<file path="config.mk">
export PLATFORM = sky130hd
export DESIGN_NAME = blk_xfer_seq
export DESIGN_NICKNAME = d
export VERILOG_FILES = /design/src/rtl/blk_xfer_pkg.sv /design/src/rtl/blk_bit_count.sv /design/src/rtl/blk_low_pick.sv /design/src/rtl/blk_addr_plan.sv /design/src/rtl/blk_xfer_seq.sv
export SDC_FILE = /design/constraint.sdc
export NUM_CORES = 1
export LEC_CHECK = 0
export ABC_AREA = 1
export BUFFER_PORTS_ARGS = -buffer_cell sky130_fd_sc_hd__buf_4
export CAP_MARGIN = 20
export CORE_MARGIN = 2
export CORE_UTILIZATION = 64
export CTS_CLUSTER_DIAMETER = 100
export DETAILED_ROUTE_END_ITERATION = 6
export PLACE_DENSITY = 0.93
export SYNTH_ARGS = -nofsm -noshare
export SYNTH_HDL_FRONTEND = slang
export SYNTH_SLANG_ARGS = --single-unit
</file>
<file path="constraint.sdc">
create_clock -name clk_i -period 5.1 [get_ports clk_i]
set_clock_uncertainty 0.05 [all_clocks]
set_input_delay 1.02 -clock clk_i [delete_from_list [all_inputs] [get_ports clk_i]]
set_output_delay 1.02 -clock clk_i [all_outputs]
set_load 0.01 [all_outputs]
</file>
<file path="src/rtl/blk_xfer_pkg.sv">
package blk_xfer_pkg;
  // bit0: ascending, bit1: step before use
  typedef enum logic [1:0] {
    MODE_DEC_AFTER  = 2'b00,
    MODE_INC_AFTER  = 2'b01,
    MODE_DEC_BEFORE = 2'b10,
    MODE_INC_BEFORE = 2'b11
  } walk_mode_e;

  localparam int unsigned WORD_SHIFT = 2;
endpackage

</file>
<file path="src/rtl/blk_bit_count.sv">
module blk_bit_count #(
  parameter int unsigned IN_W  = 16,
  parameter int unsigned CNT_W = $clog2(IN_W + 1)
) (
  input  logic [IN_W-1:0]  vec_i,
  output logic [CNT_W-1:0] cnt_o
);
  always_comb begin
    cnt_o = '0;
    for (int i = 0; i < IN_W; i++) cnt_o = cnt_o + CNT_W'(vec_i[i]);
  end
endmodule

</file>
<file path="src/rtl/blk_low_pick.sv">
module blk_low_pick #(
  parameter int unsigned IN_W  = 16,
  parameter int unsigned IDX_W = $clog2(IN_W)
) (
  input  logic [IN_W-1:0]  vec_i,
  output logic [IDX_W-1:0] idx_o,
  output logic [IN_W-1:0]  rest_o,
  output logic             one_left_o
);
  logic [IN_W-1:0] low_oh;

  assign low_oh     = vec_i & (~vec_i + IN_W'(1));
  assign rest_o     = vec_i & ~low_oh;
  assign one_left_o = (vec_i != '0) && (rest_o == '0);

  // one-hot to binary, OR of matching positions
  genvar b;
  generate
    for (b = 0; b < IDX_W; b++) begin : g_enc
      logic [IN_W-1:0] sel;
      for (genvar i = 0; i < IN_W; i++) begin : g_sel
        assign sel[i] = low_oh[i] & ((i >> b) & 1) == 1;
      end
      assign idx_o[b] = |sel;
    end
  endgenerate
endmodule

</file>
<file path="src/rtl/blk_addr_plan.sv">
module blk_addr_plan
  import blk_xfer_pkg::*;
#(
  parameter int unsigned ADDR_W = 32,
  parameter int unsigned CNT_W  = 5
) (
  input  logic [ADDR_W-1:0] base_i,
  input  logic [CNT_W-1:0]  cnt_i,
  input  walk_mode_e        mode_i,
  output logic [ADDR_W-1:0] first_o,
  output logic [ADDR_W-1:0] wb_o
);
  localparam logic [ADDR_W-1:0] STEP = ADDR_W'(1) << WORD_SHIFT;

  logic [ADDR_W-1:0] span;
  logic              inc, pre;

  assign span = ADDR_W'(cnt_i) << WORD_SHIFT;
  assign inc  = mode_i[0];
  assign pre  = mode_i[1];

  always_comb begin
    if (inc) begin
      first_o = pre ? base_i + STEP : base_i;
      wb_o    = base_i + span;
    end else begin
      first_o = pre ? base_i - span : base_i - span + STEP;
      wb_o    = base_i - span;
    end
  end
endmodule

</file>
<file path="src/rtl/blk_xfer_seq.sv">
module blk_xfer_seq
  import blk_xfer_pkg::*;
#(
  parameter int unsigned ADDR_W = 32,
  parameter int unsigned LIST_W = 16,
  localparam int unsigned IDX_W = $clog2(LIST_W),
  localparam int unsigned CNT_W = $clog2(LIST_W + 1)
) (
  input  logic              clk_i,
  input  logic              rst_ni,
  input  logic              start_i,
  input  logic [ADDR_W-1:0] base_i,
  input  logic [LIST_W-1:0] reg_list_i,
  input  logic [1:0]        mode_i,
  input  logic              wb_en_i,
  input  logic              ready_i,
  output logic              busy_o,
  output logic              valid_o,
  output logic [IDX_W-1:0]  reg_idx_o,
  output logic [ADDR_W-1:0] addr_o,
  output logic              last_o,
  output logic              done_o,
  output logic              wb_valid_o,
  output logic [ADDR_W-1:0] wb_addr_o,
  output logic              pc_in_list_o
);
  localparam logic [ADDR_W-1:0] STEP = ADDR_W'(1) << WORD_SHIFT;
  localparam logic [ADDR_W-1:0] ALIGN_MASK = ~((ADDR_W'(1) << WORD_SHIFT) - ADDR_W'(1));

  logic              busy_q, done_q, wbv_q, wb_en_q, pc_q;
  logic [LIST_W-1:0] rem_q;
  logic [ADDR_W-1:0] addr_q, wb_addr_q;

  logic [CNT_W-1:0]  cnt;
  logic [ADDR_W-1:0] first_addr, wb_value;
  logic [LIST_W-1:0] rem_next;
  logic              one_left;
  logic [IDX_W-1:0]  cur_idx;
  logic              take_start, take_xfer;

  blk_bit_count #(.IN_W(LIST_W), .CNT_W(CNT_W)) u_cnt (
    .vec_i (reg_list_i),
    .cnt_o (cnt)
  );

  blk_addr_plan #(.ADDR_W(ADDR_W), .CNT_W(CNT_W)) u_plan (
    .base_i  (base_i),
    .cnt_i   (cnt),
    .mode_i  (walk_mode_e'(mode_i)),
    .first_o (first_addr),
    .wb_o    (wb_value)
  );

  blk_low_pick #(.IN_W(LIST_W), .IDX_W(IDX_W)) u_pick (
    .vec_i      (rem_q),
    .idx_o      (cur_idx),
    .rest_o     (rem_next),
    .one_left_o (one_left)
  );

  assign take_start = start_i && !busy_q;
  assign take_xfer  = busy_q && ready_i;

  always_ff @(posedge clk_i or negedge rst_ni) begin
    if (!rst_ni) begin
      busy_q    <= 1'b0;
      done_q    <= 1'b0;
      wbv_q     <= 1'b0;
      wb_en_q   <= 1'b0;
      pc_q      <= 1'b0;
      rem_q     <= '0;
      addr_q    <= '0;
      wb_addr_q <= '0;
    end else begin
      done_q <= 1'b0;
      wbv_q  <= 1'b0;
      if (take_start) begin
        pc_q    <= reg_list_i[LIST_W-1];
        wb_en_q <= wb_en_i;
        if (reg_list_i == '0) begin
          done_q    <= 1'b1;
          wb_addr_q <= base_i;
        end else begin
          busy_q    <= 1'b1;
          rem_q     <= reg_list_i;
          addr_q    <= first_addr;
          wb_addr_q <= wb_en_i ? wb_value : base_i;
        end
      end else if (take_xfer) begin
        rem_q  <= rem_next;
        addr_q <= addr_q + STEP;
        if (one_left) begin
          busy_q <= 1'b0;
          done_q <= 1'b1;
          wbv_q  <= wb_en_q;
        end
      end
    end
  end

  assign busy_o       = busy_q;
  assign valid_o      = busy_q;
  assign reg_idx_o    = cur_idx;
  assign addr_o       = addr_q & ALIGN_MASK;
  assign last_o       = busy_q && one_left;
  assign done_o       = done_q;
  assign wb_valid_o   = wbv_q;
  assign wb_addr_o    = wb_addr_q;
  assign pc_in_list_o = pc_q;
endmodule

</file>
==> flow_summary.ini, run 1 <==
[floorplanning]
start_util = 0.649
row_count = 44
die_x_um = 125
io-pin-count = 129
die_y_um = 125

[run_status]
status = aborted with a tool error
lastStage = 5_1_grt
firstError = [ERROR GRT-0232] Routing congestion too high. Check the congestion heatmap in the GUI.

[synthesis]
async_reset_ff_frac = 1.00
synth_cells = 1535
yosys_warnings = 0
synth_area_leaders = dfrtp_1 (22%), nand2_1 (16%), nor2_1 (7.7%)
yosys.cell_types.count = 54
yosys_most_used_dff = dfrtp_1
ys_seq_area_frac = 0.222
synth_top_area_frac = 0.222
avgSynthCellArea_um2 = 6.10
yosysTopAreaCell = dfrtp_1
synth_edf_count = 0
syn_area_mm2 = 0.00936
ys_seq_elements = 83

[global_route]
grt_max_degree = 73
track_usage = 0.765
grt_remaining_overflow = 20

[place]
dp_hpwl_mm = 26.6
numPortBuffers = 126
placed_cell_area_mm2 = 0.0114
placedCellCount = 1899
routabilityCongestion = 1.16

[sta]
endpoint_type = sequential cell input
grt-worst-endpoint = addr_q[21]$_DFFE_PN0P_/D

[cts]
clock_sinks = 83
cts_htree_levels = 3
clockBufferDepth = 2
cts_root_buf = clkbuf_16
numCtsBuffers = 9
[through the flow]
| step | setup TNS (ns) | setup WS [ns] |
|---|---|---|
| 4_1_cts | -49.47 | -1.09 |
| 3_5_place_dp | -88.63 | -1.75 |
| 3_3_place_gp | -76.93 | -1.54 |
| 2_1_floorplan | -41.31 | -1.02 |
[per-layer routing]
layer	track usage	GRT overflow
met1	0.798	0
met3	0.614	0
met4	0.716	12
met5	0.263	0
met2	0.916	8
[synth_stat cells (8+ instances only)]
library cell,number
nor4_1,8
nor2_2,19
dfrtp_1,83
ha_1,21
buf_2,13
xor2_1,33
nand4_1,36
fa_1,12
inv_1,161
nor2_1,192
inv_2,10
a21oi_1,100
o211ai_1,28
clkbuf_1,36
xnor2_1,8
o21ai_0,101
nor3_1,25
nand2_1,402
nand3_1,122
nor2_4,12
nand2_2,18
o21ai_1,10
[repair_timing]
item / CTS
pin swaps: 85
endpoints found under the setup margin: 58
setup buffers: 30
gates resized for setup: 147
hold buffers: 0
cloned: 1
[cell families after synthesis]
| logic type | Yosys count | synth area share |
|---|---|---|
| compound gates | 271 | 0.162 |
| flops | 83 | 0.222 |
| buf+inv | 243 | 0.106 |
| simple gates | 863 | 0.417 |
| other cells | 1 | 0.000401 |
| xor+xnor | 41 | 0.0384 |
| fa+ha+maj | 33 | 0.0537 |
==> run 2: changes to the inputs <==
CORE_UTILIZATION = 40   (was 64)
CTS_CLUSTER_DIAMETER = default   (was 100)
PLACE_DENSITY = default   (was 0.93)
PLACE_DENSITY_LB_ADDON = 0.15   (was default)
==> flow_summary.ini, run 2 <==
[run_status]
status = finished, violations left
violations = setup timing

[cells_and_area]
final_cells = 2089
final_common_cell = nand2_1
n_antenna_cell = 0
largest_reg_flops = 32
drive_gt1_frac = 0.326
syn2layout_area_growth_pct = 40.6
mostFrequentLayoutCells = nand2_1 (345), buf_4 (256), nor2_1 (160)
nNetsFinal = 1859

[floorplanning]
die-area_mm2 = 0.0246
fp.coreArea_mm2 = 0.0228
io-pin-count = 129
die_y_um = 157
start_util = 0.411
row_count = 55
die_x_um = 157

[sta]
slew_headroom = 0.420
min_period_over_period = 1.22
setup_viol = 58
setup_slack_ns = -1.13
min_period_ns = 6.23
worstMarginPinSlew_ns = 0.870
fmax_mhz = 161
rsz0062_at_grt = yes
hold_viol = 0
slew_viol_final = 0

[critical_path]
r2r_end = addr_q[26]
crit_required_ns = 5.31
worstPathMaxFanout = 6
crit_family = adder cells
reg2reg_slack_ns = 2.53
cp.arrival_ns = 6.43
r2r_start = addr_q[2]
cp.buffers_inverters = 5
reg2reg_depth = 15
endpoint = addr_q[21]
slowest_stage = fa_2
crit_cells = 28
end_kind = register
startpoint = reg_list_i[1]
startpoint_type = input pin
crit_path_max_incr_delay_ns = 0.61
path_class = in2reg
path_common_cell = fa_1

[synthesis]
yosys_most_used_dff = dfrtp_1
synth_common_cells = nand2_1 (402), nor2_1 (192), inv_1 (161), nand3_1 (122), o21ai_0 (101)
ys_seq_elements = 83
synth_edf_count = 0
synth_most_common_cell = nand2_1
yosys_warnings = 0
avgSynthCellArea_um2 = 6.10
async_reset_ff_frac = 1.00
yosys.cell_types.count = 54
synth_top_area_frac = 0.222
yosysTopAreaCell = dfrtp_1
synth_cells = 1535
ys_seq_area_frac = 0.222
syn_area_mm2 = 0.00936
synth_area_leaders = dfrtp_1 (22%), nand2_1 (16%), nor2_1 (7.7%)

[global_route]
antenna_found_initial = 1
grt_pass1_vias = 10300
grt_pass1_wl_mm = 56.9
grt_max_degree = 73
track_usage = 0.300
grt_remaining_overflow = 0

[run]
cap_violations = 0

[worst_hold_path]
hold_path_class = reg2reg

[routing]
drc = 0
drt_iter0_drc = 951
vias = 11200
wl_per_cell_um = 18.0
dr.pass1.iters = 6
routed_via_density = 5.35
totalWireLength_mm = 37.6
ant_nets = 0

[pwr]
powerDensity_mw_per_mm2 = 496
ir_drop_mv = 0.332
cellLeakagePower_nw = 6.05

[cts]
tritoncts = built
clk_latency_ns = 0.37
clockBufferDepth = 2
cts_htree_levels = 3
clk_pin_slew_ns = 0.08
numCtsBuffers = 9
cts_root_buf = clkbuf_16
clock_sinks = 83

[place]
placedCellCount = 2032
routabilityCongestion = 1.05
numPortBuffers = 126
dp_hpwl_mm = 28.1
dp_slack_ns = -1.76
## run 2: worst min-delay path by stage
| stage | start | cells past startpoint | end |
|---|---|---|---|
| 2_1_floorplan | wb_en_q | 2 | wb_en_q |
| 3_3_place_gp | wb_addr_o[3] | 2 | wb_addr_o[3] |
| 3_5_place_dp | wb_addr_o[17] | 2 | wb_addr_o[17] |
| 4_1_cts | wb_addr_o[10] | 2 | wb_addr_o[10] |
| 5_1_grt | wb_addr_o[17] | 2 | wb_addr_o[17] |
| 6_report | wb_addr_o[10] | 2 | wb_addr_o[10] |
## run 2: layout make-up
type	instances	area (um2)
clock buffer	9	225
clock inverter	7	65.1
fill	2192	9610
inverter	177	706
multi-input combinational	1211	7360
sequential	83	2080
tap	313	392
timing repair buffer	289	2340
## run 2: power by group
part,internal [W],total (W),switching [W]
clock network,0.000346,0.000708,0.000362
logic,0.00209,0.00457,0.00248
registers,0.000946,0.00125,0.000304
## run 2: cell families (layout without fill, tap and decap cells)
group,Yosys count,in the layout,share of synthesized area
and+or+nand+nor,863,864,0.417
AOI/OAI and AO/OA,271,271,0.162
buffers and inverters,243,482,0.106
adders and majority gates,33,33,0.0537
xor gates and xnor gates,41,41,0.0384
other,1,2,0.000401
DFF,83,83,0.222
## run 2: metrics by stage
stage	TNS, ns	power, W	hold WS (ns)	cell area [um2]	utilization
final	-48.50	0.00653	0.437	13200	0.578
after detailed placement	-82.17	0.00486	0.417	11600	0.509
after CTS	-44.71	0.00597	0.440	12600	0.552
after global placement	-79.56	0.00482	0.415	11600	0.509
after floorplan	-41.31	0.00339	0.403	9640	-
after global routing	-58.18	0.00698	0.464	13200	0.578
## run 2: what timing repair did
| item | CTS | global route |
|---|---|---|
| pin swaps | 70 | 61 |
| resized for setup | 121 | 120 |
| hold buffers | 0 | 0 |
| endpoints found under the setup margin | 58 | 58 |
| gates cloned | 1 | 0 |
| setup buffers | 22 | 20 |
| hold endpoints to repair | 0 | 0 |
## run 2: layer usage
layer,GRT usage,share of wire
met1,0.434,0.46
met2,0.459,0.44
met3,0.0457,0.074
met4,0.0939,0.025
met5,0,0.00035
## run 2: worst register-to-register path: cells and delay by family (launching register included)
| family | cells | cell delay [ns] |
|---|---|---|
| AO/OA/AOI/OAI | 1 | 0.13 |
| adder cells (fa/ha/maj) | 1 | 0.23 |
| buffers and inverters | 1 | 0.03 |
| flip-flops | 1 | 0.42 |
| AND/OR/NAND/NOR | 12 | 1.62 |
Power figures use the tool's default switching activity.
==> run 3: changes to the inputs <==
SYNTH_HIERARCHICAL = 1   (was default)
==> flow_summary.ini, run 3 <==
[pwr]
totalPowerFinal_w = 0.00707
ir_drop_mv = 0.412
powerDensity_mw_per_mm2 = 496
cellLeakagePower_nw = 7.07

[sta]
setup_slack_ns = -1.05
tns_ns = -41.68
fmax_mhz = 162
worstMarginPinSlew_ns = 1.06
setup_viol = 56
min_period_over_period = 1.21
holdWs_ns = 0.430
hold_viol = 0
rsz0062_at_grt = yes
slew_viol_final = 0
slew_headroom = 0.293
min_period_ns = 6.15

[cells_and_area]
nNetsFinal = 2158
final_cells = 2409
post-route-util = 0.568
mostFrequentLayoutCells = nand2_1 (550), buf_4 (265), inv_1 (206)
multiInputGateArea_mm2 = 0.00814
seqCellArea_mm2 = 0.00208
drive_gt1_frac = 0.317
final_common_cell = nand2_1
fillers = 2572
largest_reg_flops = 32
syn2layout_area_growth_pct = 39.9

[synthesis]
yosys_warnings = 6
syn_area_mm2 = 0.0102
avgSynthCellArea_um2 = 5.57
synth_cells = 1831

[global_route]
track_usage = 0.299
grt_remaining_overflow = 0
antenna_found_initial = 1
grt_pass1_vias = 11800
grt_max_degree = 81
grt_pass1_wl_mm = 62.8

[place]
dp_hpwl_mm = 30.7
routabilityCongestion = 0.980
placedCellCount = 2356
numPortBuffers = 126

[critical_path]
cp.arrival_ns = 6.36
reg2reg_depth = 6
crit_required_ns = 5.30
path_common_cell = nand2_1
crit_path_max_incr_delay_ns = 0.56
worstPathMaxFanout = 7
r2r_end = addr_q[20]
cp.buffers_inverters = 8
startpoint_type = input pin
end_kind = register
crit_family = adder cells
path_class = in2reg
r2r_start = busy_o
slowest_stage = fa_2
reg2reg_slack_ns = 2.22
startpoint = reg_list_i[11]

[floorplanning]
die-area_mm2 = 0.0268
row_count = 58
io-pin-count = 129
die_x_um = 164
start_util = 0.406
die_y_um = 164
fp.coreArea_mm2 = 0.0251

[routing]
routed_via_density = 5.22
ant_nets = 0
drc = 0
totalWireLength_mm = 40.5
vias = 12600
wl_per_cell_um = 16.8
drt_iter0_drc = 1247
dr.pass1.iters = 6

[run_status]
violations = setup timing
status = finished, violations left

[cts]
clk_pin_slew_ns = 0.07
cts_root_buf = clkbuf_16
cts_hold_buffers = 0
clock_sinks = 83
clk_latency_ns = 0.35
clockBufferDepth = 2
tritoncts = built
numCtsBuffers = 9
cts_htree_levels = 3

[worst_hold_path]
hold_path_class = reg2reg
min_path_cells = 2
hold_end = wb_en_q
hold_start = wb_en_q

[run]
cap_violations = 0
run 3: final cells by class:
type,count,area share
Multi-Input combinational cell,1433,0.570
Timing Repair Buffer,296,0.165
Sequential cell,83,0.146
Inverter,250,0.0684
Tap cell,330,0.0289
Clock buffer,10,0.0168
Clock inverter,6,0.00500
Antenna cell,1,0.000175
run 3: repair_timing:
item | CTS | global route
gates resized for setup | 194 | 184
setup buffers | 19 | 31
endpoints found under the setup margin | 57 | 57
pin swaps | 160 | 99
run 3: worst max path at each step:
stage | to | slack, ns | depth (start not counted)
6_report | addr_q[30] | -1.05 | 33
5_1_grt | addr_q[21] | -1.30 | 34
4_1_cts | addr_q[21] | -0.97 | 31
3_5_place_dp | addr_q[22] | -1.70 | 32
3_3_place_gp | wb_addr_o[16] | -1.68 | 28
2_1_floorplan | addr_q[14] | -0.85 | 29
run 3: power breakdown:
part / leakage [nW] / switching [W] / internal, W
clock: 0.146 / 0.000311 / 0.000398
sequential: 1.05 / 0.000363 / 0.000957
combinational: 5.88 / 0.00284 / 0.00220
run 3: metal layers:
metal	global-route usage	routed length [um]	up-vias
li1	-	-	6192
met1	0.425	18500	5892
met4	0.0813	893	0
met5	0	0	-
met2	0.472	18400	436
met3	0.0437	2650	52
run 3: worst min-delay path, stage by stage (launching register included):
cell and delay, ns:
dfrtp_1 0.33, nand2_1 0.07, nand2_1 0.06
run 3: metrics by stage:
step           worst slack (ns)  cell area, um2
2_1_floorplan            -0.846           10400
4_1_cts                  -0.966           13500
5_1_grt                   -1.30           14300
3_3_place_gp              -1.68           12400
3_5_place_dp              -1.70           12400
6_report                  -1.05           14300
==> run 4: changes to the inputs <==
CORE_ASPECT_RATIO = 0.8   (was default)
GPL_TIMING_DRIVEN = 0   (was default)
==> flow_summary.ini, run 4 (synthesis gave the netlist of run 3 again) <==
[pwr]
cellLeakagePower_nw = 6.92
ir_drop_mv = 0.377
powerDensity_mw_per_mm2 = 527

[global_route]
grt_pass1_vias = 12000
track_usage = 0.317
antenna_found_initial = 1
grt_remaining_overflow = 0
grt_max_degree = 84
grt_pass1_wl_mm = 66.0

[routing]
drc = 0
dr.pass1.iters = 5
vias = 13000
ant_nets = 0
routed_via_density = 5.47
totalWireLength_mm = 43.7
wl_per_cell_um = 18.3
drt_iter0_drc = 1203

[cts]
numCtsBuffers = 9
clk_latency_ns = 0.36
cts_htree_levels = 3
clockBufferDepth = 2
clock_sinks = 83
cts_root_buf = clkbuf_16
clk_pin_slew_ns = 0.06
tritoncts = built

[critical_path]
crit_path_max_incr_delay_ns = 0.57
path_class = in2reg
worstPathMaxFanout = 7
crit_required_ns = 5.29
startpoint_type = input pin
slowest_stage = fa_1
reg2reg_depth = 10
r2r_start = rem_q[6]
cp.arrival_ns = 6.36
end_kind = register
r2r_end = busy_o
startpoint = reg_list_i[11]
endpoint = addr_q[17]
reg2reg_slack_ns = 2.94

[cells_and_area]
final_common_cell = nand2_1
mostFrequentLayoutCells = nand2_1 (551), inv_1 (203), nor2_1 (190)
drive_gt1_frac = 0.310
post-route-util = 0.561
fillers = 2528
n_antenna_cell = 0
nNetsFinal = 2139
syn2layout_area_growth_pct = 38.4
largest_reg_flops = 32

[place]
routabilityCongestion = 1.05
numPortBuffers = 125
dp_slack_ns = -1.82
dp_hpwl_mm = 33.4

[floorplanning]
io-pin-count = 129
die-area_mm2 = 0.0268
row_count = 52
fp.coreArea_mm2 = 0.0252
die_y_um = 147
start_util = 0.405
die_x_um = 183

[sta]
min_period_ns = 6.17
setup_slack_ns = -1.07
holdWs_ns = 0.441
hold_viol = 0
slew_viol_final = 0
slew_headroom = 0.375
setup_viol = 56
min_period_over_period = 1.21
fmax_mhz = 162
rsz0062_at_grt = yes
worstMarginPinSlew_ns = 0.937

[run_status]
status = finished, violations left
violations = setup timing

[run]
cap_violations = 0

[worst_hold_path]
hold_path_class = reg2reg
run 4: changes by cell type in the layout (fill, tap and decap cells not counted), moves of 5 or more:
cell      delta
buf_4       -82
clkbuf_1    +16
nand2_4      -5
buf_1        +6
nand3_2      +8
a21oi_2      +6
a21oi_1      -7
nor2_2      +11
buf_2       +28
buf_6        +7
nor2_1       -9
nand3_1      -7
run 4: report_power, final:
part / internal (W) / switching (W)
combinational: 0.00231 / 0.00305
clock: 0.000458 / 0.000297
sequential: 0.000958 / 0.000364
total: 0.00373 / 0.00371
run 4: worst min-delay path by stage:
stage / from / endpoint / slack, ns / cells past startpoint
after detailed placement: pc_in_list_o / pc_in_list_o / 0.43 / 2
after global routing: wb_addr_o[21] / wb_addr_o[21] / 0.48 / 2
after CTS: wb_addr_o[12] / wb_addr_o[12] / 0.45 / 2
after floorplan: wb_en_q / wb_en_q / 0.39 / 2
after global placement: wb_en_q / wb_en_q / 0.40 / 2
final: wb_en_q / wb_en_q / 0.44 / 2
run 4: timing repair:
item	4_1_cts	5_1_grt
setup endpoints to repair	57	57
pin swaps	149	151
cloned	0	0
hold buffers	0	0
buffers inserted	61	34
gates resized for setup	211	190
endpoints found under the hold margin	0	0
run 4: per-stage QoR:
| stage | setup TNS (ns) | instance area (um2) | power (W) | cells |
|---|---|---|---|---|
| floorplan | -32.09 | 10400 | 0.00368 | 1832 |
| global placement | -71.92 | 11700 | 0.00495 | 2281 |
| detailed placement | -74.63 | 11700 | 0.00499 | 2281 |
| CTS | -38.81 | 13200 | 0.00674 | 2358 |
| global route | -52.53 | 14100 | 0.00796 | 2383 |
| finish | -41.49 | 14100 | 0.00744 | 2383 |
run 4: routing by layer:
layer  share of wire  up-vias  global-route usage
met1            0.45     6138               0.455
li1                -     6149                   -
met4           0.036        0               0.113
met5               0        -                   0
met2            0.43      623               0.483
met3           0.083      117              0.0469
run 4: cell type report:
class	count	area [um2]	area share
Timing Repair Buffer	212	1770	0.126
Clock buffer	11	253	0.0179
Multi-Input combinational cell	1433	8190	0.580
Sequential cell	83	2080	0.147
Tap cell	324	405	0.0287
Buffer	65	353	0.0250
Clock inverter	5	85.1	0.00603
Inverter	250	981	0.0695
run 4: critical path: cells and delay by family:
kind	cells	cell delay [ns]
buffers and inverters	8	0.66
adder cells (fa/ha/maj)	7	2.82
AND/OR/NAND/NOR	14	1.59
AO/OA/AOI/OAI	1	0.06
XOR/XNOR	1	0.19
